## src/rtl/aud_fifo_pkg.sv

```systemverilog
`timescale 1ns/1ps
package aud_fifo_pkg;
   localparam int unsigned ST_W     = 32;
   localparam int unsigned LVL_FLD  = 4;
   localparam int unsigned B_TNF    = 0;
   localparam int unsigned B_RNE    = 1;
   localparam int unsigned B_BSY    = 2;
   localparam int unsigned B_TSVC   = 3;
   localparam int unsigned B_RSVC   = 4;
   localparam int unsigned B_UNR    = 5;
   localparam int unsigned B_OVR    = 6;
   localparam int unsigned TXL_LSB  = 8;
   localparam int unsigned RXL_LSB  = 12;
   localparam logic [ST_W-1:0] IRQ_SRC = 32'h0000_0078;

   typedef struct packed {
      logic ovr;
      logic unr;
   } err_evt_t;
endpackage

```

## src/rtl/aud_fifo_buf.sv

```systemverilog
`timescale 1ns/1ps
module aud_fifo_buf #(
   parameter int unsigned DEPTH = 16,
   parameter int unsigned DW    = 16,
   localparam int unsigned AW   = $clog2(DEPTH),
   localparam int unsigned CW   = $clog2(DEPTH + 1)
) (
   input  logic          clk,
   input  logic          rst_n,
   input  logic          push,
   input  logic [DW-1:0] wdata,
   input  logic          pop,
   output logic [DW-1:0] rdata,
   output logic [CW-1:0] count,
   output logic          full,
   output logic          empty
);
   logic [DW-1:0] mem [DEPTH];
   logic [AW-1:0] wptr, rptr;
   logic [CW-1:0] cnt;
   logic          do_push, do_pop;

   assign full    = (cnt == CW'(DEPTH));
   assign empty   = (cnt == '0);
   assign do_push = push && !full;
   assign do_pop  = pop && !empty;
   assign count   = cnt;
   assign rdata   = empty ? '0 : mem[rptr];

   always_ff @(posedge clk) begin
      if (do_push) mem[wptr] <= wdata;
   end

   always_ff @(posedge clk or negedge rst_n) begin
      if (!rst_n) begin
         wptr <= '0;
         rptr <= '0;
         cnt  <= '0;
      end else begin
         if (do_push) wptr <= wptr + 1'b1;
         if (do_pop)  rptr <= rptr + 1'b1;
         case ({do_push, do_pop})
            2'b10:   cnt <= cnt + 1'b1;
            2'b01:   cnt <= cnt - 1'b1;
            default: cnt <= cnt;
         endcase
      end
   end
endmodule

```

## src/rtl/aud_err_flag.sv

```systemverilog
`timescale 1ns/1ps
module aud_err_flag (
   input  logic clk,
   input  logic rst_n,
   input  logic evt,
   input  logic clr,
   output logic flag
);
   always_ff @(posedge clk or negedge rst_n) begin
      if (!rst_n) flag <= 1'b0;
      else        flag <= evt | (flag & ~clr);
   end
endmodule

```

## src/rtl/aud_svc_cmp.sv

```systemverilog
`timescale 1ns/1ps
module aud_svc_cmp #(
   parameter int unsigned CW     = 5,
   parameter int unsigned TW     = 4,
   parameter bit          UPWARD = 1'b1
) (
   input  logic          en,
   input  logic [CW-1:0] cnt,
   input  logic [TW-1:0] thr,
   output logic          req
);
   localparam int unsigned MW = (CW > TW) ? CW : TW;
   logic [MW-1:0] cnt_x, thr_x;
   assign cnt_x = MW'(cnt);
   assign thr_x = MW'(thr);

   generate
      if (UPWARD) begin : g_at_or_above
         assign req = en && (cnt_x >= thr_x);
      end else begin : g_at_or_below
         assign req = en && (cnt_x <= thr_x);
      end
   endgenerate
endmodule

```

## src/rtl/aud_fifo_stat.sv

```systemverilog
`timescale 1ns/1ps
module aud_fifo_stat
   import aud_fifo_pkg::*;
#(
   parameter int unsigned DEPTH = 16,
   parameter int unsigned DW    = 16
) (
   input  logic          clk,
   input  logic          rst_n,
   input  logic          enable,
   input  logic          framer_busy,
   input  logic          tx_push,
   input  logic [DW-1:0] tx_wdata,
   input  logic          tx_pop,
   output logic [DW-1:0] tx_rdata,
   input  logic          rx_push,
   input  logic [DW-1:0] rx_wdata,
   input  logic          rx_pop,
   output logic [DW-1:0] rx_rdata,
   input  logic [3:0]    tx_thresh,
   input  logic [3:0]    rx_thresh,
   input  logic [31:0]   irq_mask,
   input  logic          clr_wr,
   input  logic [31:0]   clr_wdata,
   output logic [31:0]   status,
   output logic          irq
);
   localparam int unsigned CW = $clog2(DEPTH + 1);

   initial begin : cfg_chk
      assert (DEPTH >= 2 && DEPTH <= 16 && (DEPTH & (DEPTH - 1)) == 0)
         else $error("aud_fifo_stat: DEPTH must be a power of two in 2..16");
      assert (DW >= 1) else $error("aud_fifo_stat: DW must be at least 1");
   end

   logic [CW-1:0] tx_cnt, rx_cnt;
   logic          tx_full, tx_empty, rx_full, rx_empty;
   logic          tx_req, rx_req;
   logic          ovr_flag, unr_flag;
   err_evt_t      evt;
   logic [ST_W-1:0] st;
   logic          unused_clr_bits;

   assign unused_clr_bits = ^clr_wdata;

   aud_fifo_buf #(.DEPTH(DEPTH), .DW(DW)) u_txq (
      .clk(clk), .rst_n(rst_n), .push(tx_push), .wdata(tx_wdata),
      .pop(tx_pop), .rdata(tx_rdata), .count(tx_cnt),
      .full(tx_full), .empty(tx_empty));

   aud_fifo_buf #(.DEPTH(DEPTH), .DW(DW)) u_rxq (
      .clk(clk), .rst_n(rst_n), .push(rx_push), .wdata(rx_wdata),
      .pop(rx_pop), .rdata(rx_rdata), .count(rx_cnt),
      .full(rx_full), .empty(rx_empty));

   assign evt.ovr = rx_push && rx_full;
   assign evt.unr = tx_pop && tx_empty;

   aud_err_flag u_ovr (
      .clk(clk), .rst_n(rst_n), .evt(evt.ovr),
      .clr(clr_wr && clr_wdata[B_OVR]), .flag(ovr_flag));

   aud_err_flag u_unr (
      .clk(clk), .rst_n(rst_n), .evt(evt.unr),
      .clr(clr_wr && clr_wdata[B_UNR]), .flag(unr_flag));

   aud_svc_cmp #(.CW(CW), .TW(4), .UPWARD(1'b1)) u_rx_svc (
      .en(enable), .cnt(rx_cnt), .thr(rx_thresh), .req(rx_req));

   aud_svc_cmp #(.CW(CW), .TW(4), .UPWARD(1'b0)) u_tx_svc (
      .en(enable), .cnt(tx_cnt), .thr(tx_thresh), .req(tx_req));

   always_comb begin
      st                         = '0;
      st[RXL_LSB +: LVL_FLD]     = LVL_FLD'(rx_cnt);
      st[TXL_LSB +: LVL_FLD]     = LVL_FLD'(tx_cnt);
      st[B_OVR]                  = ovr_flag;
      st[B_UNR]                  = unr_flag;
      st[B_RSVC]                 = rx_req;
      st[B_TSVC]                 = tx_req;
      st[B_BSY]                  = enable && framer_busy;
      st[B_RNE]                  = !rx_empty;
      st[B_TNF]                  = !tx_full;
   end

   assign status = st;

   always_ff @(posedge clk or negedge rst_n) begin
      if (!rst_n) irq <= 1'b0;
      else        irq <= |(st & irq_mask & IRQ_SRC);
   end
endmodule

```

## config.mk

```make
export PLATFORM = sky130hd
export DESIGN_NAME = aud_fifo_stat
export DESIGN_NICKNAME = d
export VERILOG_FILES = /design/src/rtl/aud_fifo_pkg.sv /design/src/rtl/aud_fifo_buf.sv /design/src/rtl/aud_err_flag.sv /design/src/rtl/aud_svc_cmp.sv /design/src/rtl/aud_fifo_stat.sv
export SDC_FILE = /design/constraint.sdc
export NUM_CORES = 1
export LEC_CHECK = 0
export BUFFER_PORTS_ARGS = -buffer_cell sky130_fd_sc_hd__buf_2
export CAP_MARGIN = 5
export CORE_UTILIZATION = 40
export CTS_CLUSTER_SIZE = 28
export DETAILED_ROUTE_END_ITERATION = 12
export GPL_TIMING_DRIVEN = 0
export SYNTH_ARGS = -nofsm -noshare
export SYNTH_HDL_FRONTEND = slang
export SYNTH_SLANG_ARGS = --single-unit
```

## constraint.sdc

```tcl
create_clock -name clk -period 7.8 [get_ports clk]
set_input_delay 1.17 -clock clk [delete_from_list [all_inputs] [get_ports clk]]
set_output_delay 1.17 -clock clk [all_outputs]
set_load 0.005 [all_outputs]
```

# Word-level counts from Yosys, hierarchy flattened
# Memory sizes are Yosys's and may differ from the RTL's.
# Index checks and enable logic that the tools add are counted.
dict set report classes {
  eq_ne 6
  mux 8
  bitwise 7
  n_reduce_logical 20
  n_lt_le_gt_ge 2
  n_addsub 8
}
# operator count
set op_table {}
lappend op_table {{$mux 16} 2}
lappend op_table {{$pmux 5 s2} 2}
lappend op_table {{$add 4x1->4 const B} 4}
lappend op_table {{$logic_and 1x1->1} 11}
lappend op_table {{$add 5x1->5 const B} 2}
lappend op_table {{$eq 5x5->1 const B} 2}
lappend op_table {{$logic_not 5->1} 2}
lappend op_table {{$sub 5x1->5 const B} 2}
lappend op_table {{$and 7x7->7} 1}
lappend op_table {{$ge 5x4->1} 1}
lappend op_table {{$le 5x4->1} 1}
lappend op_table {{$eq 2x1->1 const B} 2}
lappend op_table {{$eq 2x2->1 const B} 2}
lappend op_table {{$logic_not 1->1} 4}
lappend op_table {{$mux 1} 4}
lappend op_table {{$reduce_bool 2->1} 2}
lappend op_table {{$reduce_or 4->1} 1}
lappend op_table {{$and 1x1->1} 2}
lappend op_table {{$not 1->1} 2}
lappend op_table {{$or 1x1->1} 2}
dict set report word_totals {
  ramBits 512
  regBits 29
  mem_count 2
  elab_cells 62
}
# name words word_bits read_ports rd_ports_with_merged_regs wr line_no
set mem_list {}
lappend mem_list {u_rxq.mem 16 16 1 0 1 aud_fifo_buf.sv:18} ;# logic [DW-1:0] mem [DEPTH];
lappend mem_list {u_txq.mem 16 16 1 0 1 aud_fifo_buf.sv:18}

# Logic depth before layout (Yosys ltp)
dict set report depth {
  word_depth 5
  ltp_mapped 13
  depth_no_buf 11
}

# Modules after synthesis
# Synthesis repeated with hierarchy kept, for this count alone.
dict set report unflattened {
  cells_unflattened 1094
  hier_area_um2 22031.1
}
# mod area_each_um2 cells_per_inst instances seq_area_each_um2
set modules_own_cells {}
lappend modules_own_cells {aud_fifo_buf 10749.1 513 2 8012.7}
lappend modules_own_cells {aud_fifo_stat 244.0 33 1 25.0}
lappend modules_own_cells {{aud_svc_cmp at u_tx_svc} 112.6 15 1 0.0}
lappend modules_own_cells {{aud_svc_cmp at u_rx_svc} 103.8 14 1 0.0}
lappend modules_own_cells {aud_err_flag 36.3 3 2 25.0}

# Worst setup path before layout
# Ideal clock, no wire load.
dict set report synth_path {
  path_type {input port to flip-flop}
  start {input port rx_push}
  end {memory u_rxq.mem[3][0] (enable)}
  n_path_buf 0
  setup_time_ns 0.409
  required_time_ns 7.391
  cell_stages 3
  arrival_time_ns 3.028
  slack_ns 4.363
  path_cell_list {a21boi_1 -> nand2_1 -> nor3_1}
}
dict set report synth_via {
  elab_chain_cells 3
}
# item line_no
set synth_rtl {}
lappend synth_rtl {{start, declared} aud_fifo_stat.sv:16} ;# input logic rx_push,
lappend synth_rtl {{$logic_and 1x1->1} aud_fifo_buf.sv:25} ;# assign do_push = push && !full;
lappend synth_rtl {{$mux 1} aud_fifo_buf.sv:31} ;# if (do_push) mem[wptr] <= wdata;
lappend synth_rtl {{$mux 1 (not written as such)} aud_fifo_buf.sv:31}
lappend synth_rtl {{end, declared} aud_fifo_buf.sv:18}
# Every way passes these cells.

# Final worst setup path
dict set report layout_path {
  start {register u_txq.rptr[1]}
  end {output port tx_rdata[11]}
}
dict set report layout_via {
  elab_chain_cells 2
}
# item line_no
set layout_rtl {}
lappend layout_rtl {{start, declared} aud_fifo_buf.sv:19} ;# logic [AW-1:0] wptr, rptr;
lappend layout_rtl {{start signal, assigned} aud_fifo_buf.sv:41} ;# if (do_pop) rptr <= rptr + 1'b1;
lappend layout_rtl {{$mem_v2 16x16} -}
lappend layout_rtl {{$mux 16} aud_fifo_buf.sv:28} ;# assign rdata = empty ? '0 : mem[rptr];
lappend layout_rtl {{end, declared} aud_fifo_stat.sv:15} ;# output logic [DW-1:0] tx_rdata,
# Every way passes these cells.

==> qor.csv <==
stage;metric;value;unit
cts;H-tree depth;2;
power;Total Power;9.30;mW
cts;# Post-CTS Setup Buffers;0;
power;IR drop worst, VDD;0.359;mV
sta;Final min period;4.48;ns
floorplan;core area;0.0538;mm2
floorplan;Core Rows;85;
cts;TritonCTS clock tree;yes;
sta;Worst-Margin Slew;1.04;ns
synthesis;top_reg_cell synth;edfxtp_1;
detailed_routing;drt pass-1 iters;4;
finish;n_diodes;0;
synthesis;register bit total from synthesis;541;
worst_setup_path;Crit. End Element;primary output;
global_routing;Tot GR Track Use;17.2;%
sta;Worst Clk Skew;0.0227;ns
power;PD cells;362;mW/mm2
placed_design;PortBufs;102;
detailed_routing;via count;10628;
sta;Max transition margin;30.8;%
detailed_routing;Vias/cell;5.21;
floorplan;I/O pins;178;
worst_setup_path;Startpoint Class;flop;
sta;Pins Over Slew Limit;0;
worst_setup_path;critical path cell sequence;buf_4 -> buf_6 -> clkbuf_1 -> mux4_2 -> a221o_1 -> buf_2;
floorplan;effective utilization at floorplan;40.5;%
worst_setup_path;Crit Path Max Fanout;10;
cts;PostCTS Resize Cnt;0;
global_routing;total gr overflow;0;
synthesis;EDFF count, synth;512;
placed_design;Post-DP HPWL;31.9;mm
sta;unrepaired setup endpoints after global routing;false;
synthesis;Synth cell types;55;
cts;Sink Count;541;
sta;Max Fclk;223;MHz
synthesis;Synth Instances;1086;
synthesis;most frequent cells after synthesis;edfxtp_1, mux4_2, inv_1;
hold_path;Hold Crit Class;reg -> reg;
flow_run;max_cap viols;0;
run_status;status;completed;
detailed_routing;overall routed net length;46.7;mm
detailed_routing;WL/cell;22.9;um
detailed_routing;Residual DRC;0;
placed_design;Area after DPL;0.0239;mm2
cts;Root Driver;clkbuf_16;
sta;final hold viol count;0;
detailed_routing;DR iter-0 viols;760;
floorplan;die height;236;um
worst_setup_path;Crit path required time;6.63;ns
cts;TritonCTS Buffers;55;
synthesis;post-synth top area share;70.5;%
worst_setup_path;worst path bufs/invs;4;
worst_setup_path;CP Data Arrival Time;3.31;ns
worst_setup_path;CP max-delay cell;clkbuf_1;
finish;Final Cell Area;0.0257;mm2
detailed_routing;Final ANT Viol Nets;0;
worst_setup_path;CP max stage delay;0.79;ns
global_routing;vias in the first global route;11250;
sta;fin crit share;57.4;%
synthesis;Seq/Total Area, Yosys;73.8;%
synthesis;area leader, netlist;edfxtp_1;
cts;clk_lat worst skew;0.61;ns
power;Pleak;8.77;nW
synthesis;Post-synth ARST share;5.36;%
cts;cts hold-fix bufs;0;
synthesis;Synth Area per Inst;20.1;um2
placed_design;GP Congestion;0.749;
synthesis;most numerous cell in the Yosys netlist;edfxtp_1;
synthesis;Post-Syn Area;0.0218;mm2
global_routing;initial antenna violation count;2;
global_routing;largest net degree at the start of global routing;30;
sta;Fin Setup TNS;0;ns
worst_setup_path;cell family with most CP delay;buffers and inverters;
worst_setup_path;Crit Path Class;reg -> out;
finish;share of cells above drive strength 1;36.0;%
synthesis;synth warn;0;
finish;fill count;4431;
synthesis;Synth area leaders;edfxtp_1, mux4_2, dfrtp_1, mux2_2, ha_1;
floorplan;Die ar.;0.0555;mm2
global_routing;first-pass GRT wire length;70.8;mm
finish;post-layout net count;1433;
cts;clock tree buffer depth;3;
floorplan;Die W;236;um
cts;clk slew on worst S/H paths;0.06;ns
finish;Area Overhead vs Synth;17.7;%
sta;Setup Viol. Count Final;0;
[state kept, by name, indices dropped and copies added, names as in the netlist]
name	flops
u_rxq.mem	256
u_txq.count	5
u_rxq.rptr	4
u_txq.wptr	4
u_rxq.wptr	4
u_unr.flag	1
u_txq.rptr	4
u_txq.mem	256
u_rxq.count	5
u_ovr.flag	1
irq	1
[power breakdown]
| group | switching [mW] | internal, mW |
|---|---|---|
| sequential | 0.134 | 3.53 |
| clock | 1.12 | 1.51 |
| combinational | 1.60 | 1.41 |
| total | 2.85 | 6.45 |
[cells by family (layout without fill, tap and decap cells)]
logic type                 Yosys count  after routing  share of synthesized area (%)
and+or+nand+nor                    134            134                           3.16
adders and majority gates           25             25                           1.43
AOI/OAI and AO/OA                   69             69                           2.64
other                                1             17                         0.0172
xor gates and xnor gates            21             21                          0.843
buffers and inverters              131            371                           3.04
muxes                              164            164                           15.1
DFF                                541            541                           73.8
[per-stage QoR]
step / setup WS (ns) / hold slack (ns) / instances / util (%)
finish: 3.32 / 0.532 / 2038 / 47.7
global route: 3.19 / 0.587 / 2038 / 47.7
CTS: 3.23 / 0.544 / 2038 / 47.7
detailed placement: 3.89 / 0.531 / 1934 / 44.4
global placement: 2.92 / 0.523 / 1900 / 43.2
floorplan: 4.36 / 0.489 / 1102 / -
[cells in the final DEF, fill, tap and decap left out, types with 5 or more instances in the layout]
cell       instances
buf_8             15
buf_1              5
buf_16             5
a21oi_1            6
clkbuf_1          24
buf_6             16
mux2_2            34
a221o_1           17
nand2_1           41
dfrtp_1           29
inv_1             48
nor3_2             8
bufinv_16          6
nand2b_1           6
mux4_2           128
o221ai_1          17
nand3_1            7
xnor2_1           15
clkbuf_16         55
xor2_1             6
nor2b_1           20
clkinv_1          11
nor2_2            25
clkinv_2          18
ha_1              25
buf_2            122
edfxtp_1         512
buf_4             34
conb_1            17
[worst paths after layout]
| kind | end | slack, ns | startpoint | cells after the start |
|---|---|---|---|---|
| worst max-delay path | tx_rdata[11] | 3.32 | u_txq.rptr[1] | 6 |
| worst max register to register | u_txq.count[4] | 4.21 | u_txq.count[1] | 12 |
| worst min register to register | u_ovr.flag | 0.53 | u_ovr.flag | 1 |
| worst min-delay path | u_ovr.flag | 0.53 | u_ovr.flag | 1 |
| max in group asynchronous | u_txq.wptr[0] | 6.72 | rst_n | 1 |
| min in group asynchronous | irq | 0.61 | rst_n | 1 |
[layout make-up]
| class | count | area, um2 | share of cell area [%] |
|---|---|---|---|
| plain buffers | 80 | 472 | 1.84 |
| clock buffers | 61 | 1410 | 5.48 |
| clock inverters | 43 | 402 | 1.56 |
| inverters | 51 | 191 | 0.745 |
| multi-input cells | 430 | 5210 | 20.3 |
| flip-flops and latches | 541 | 16100 | 62.7 |
| well taps | 696 | 871 | 3.39 |
| repair buffers | 136 | 1030 | 4.00 |
[per-layer routing]
layer / routed length, um / share of wire (%) / up-vias / GRT usage [%]
met5: 27 / 0.058 / - / 0
met4: 1130 / 2.4 / 4 / 5.11
met3: 2000 / 4.3 / 78 / 3.32
met2: 23900 / 51 / 198 / 29.6
met1: 19600 / 42 / 5573 / 22.1
li1: - / - / 4775 / -
No activity file was read; power rests on OpenSTA's default activity.
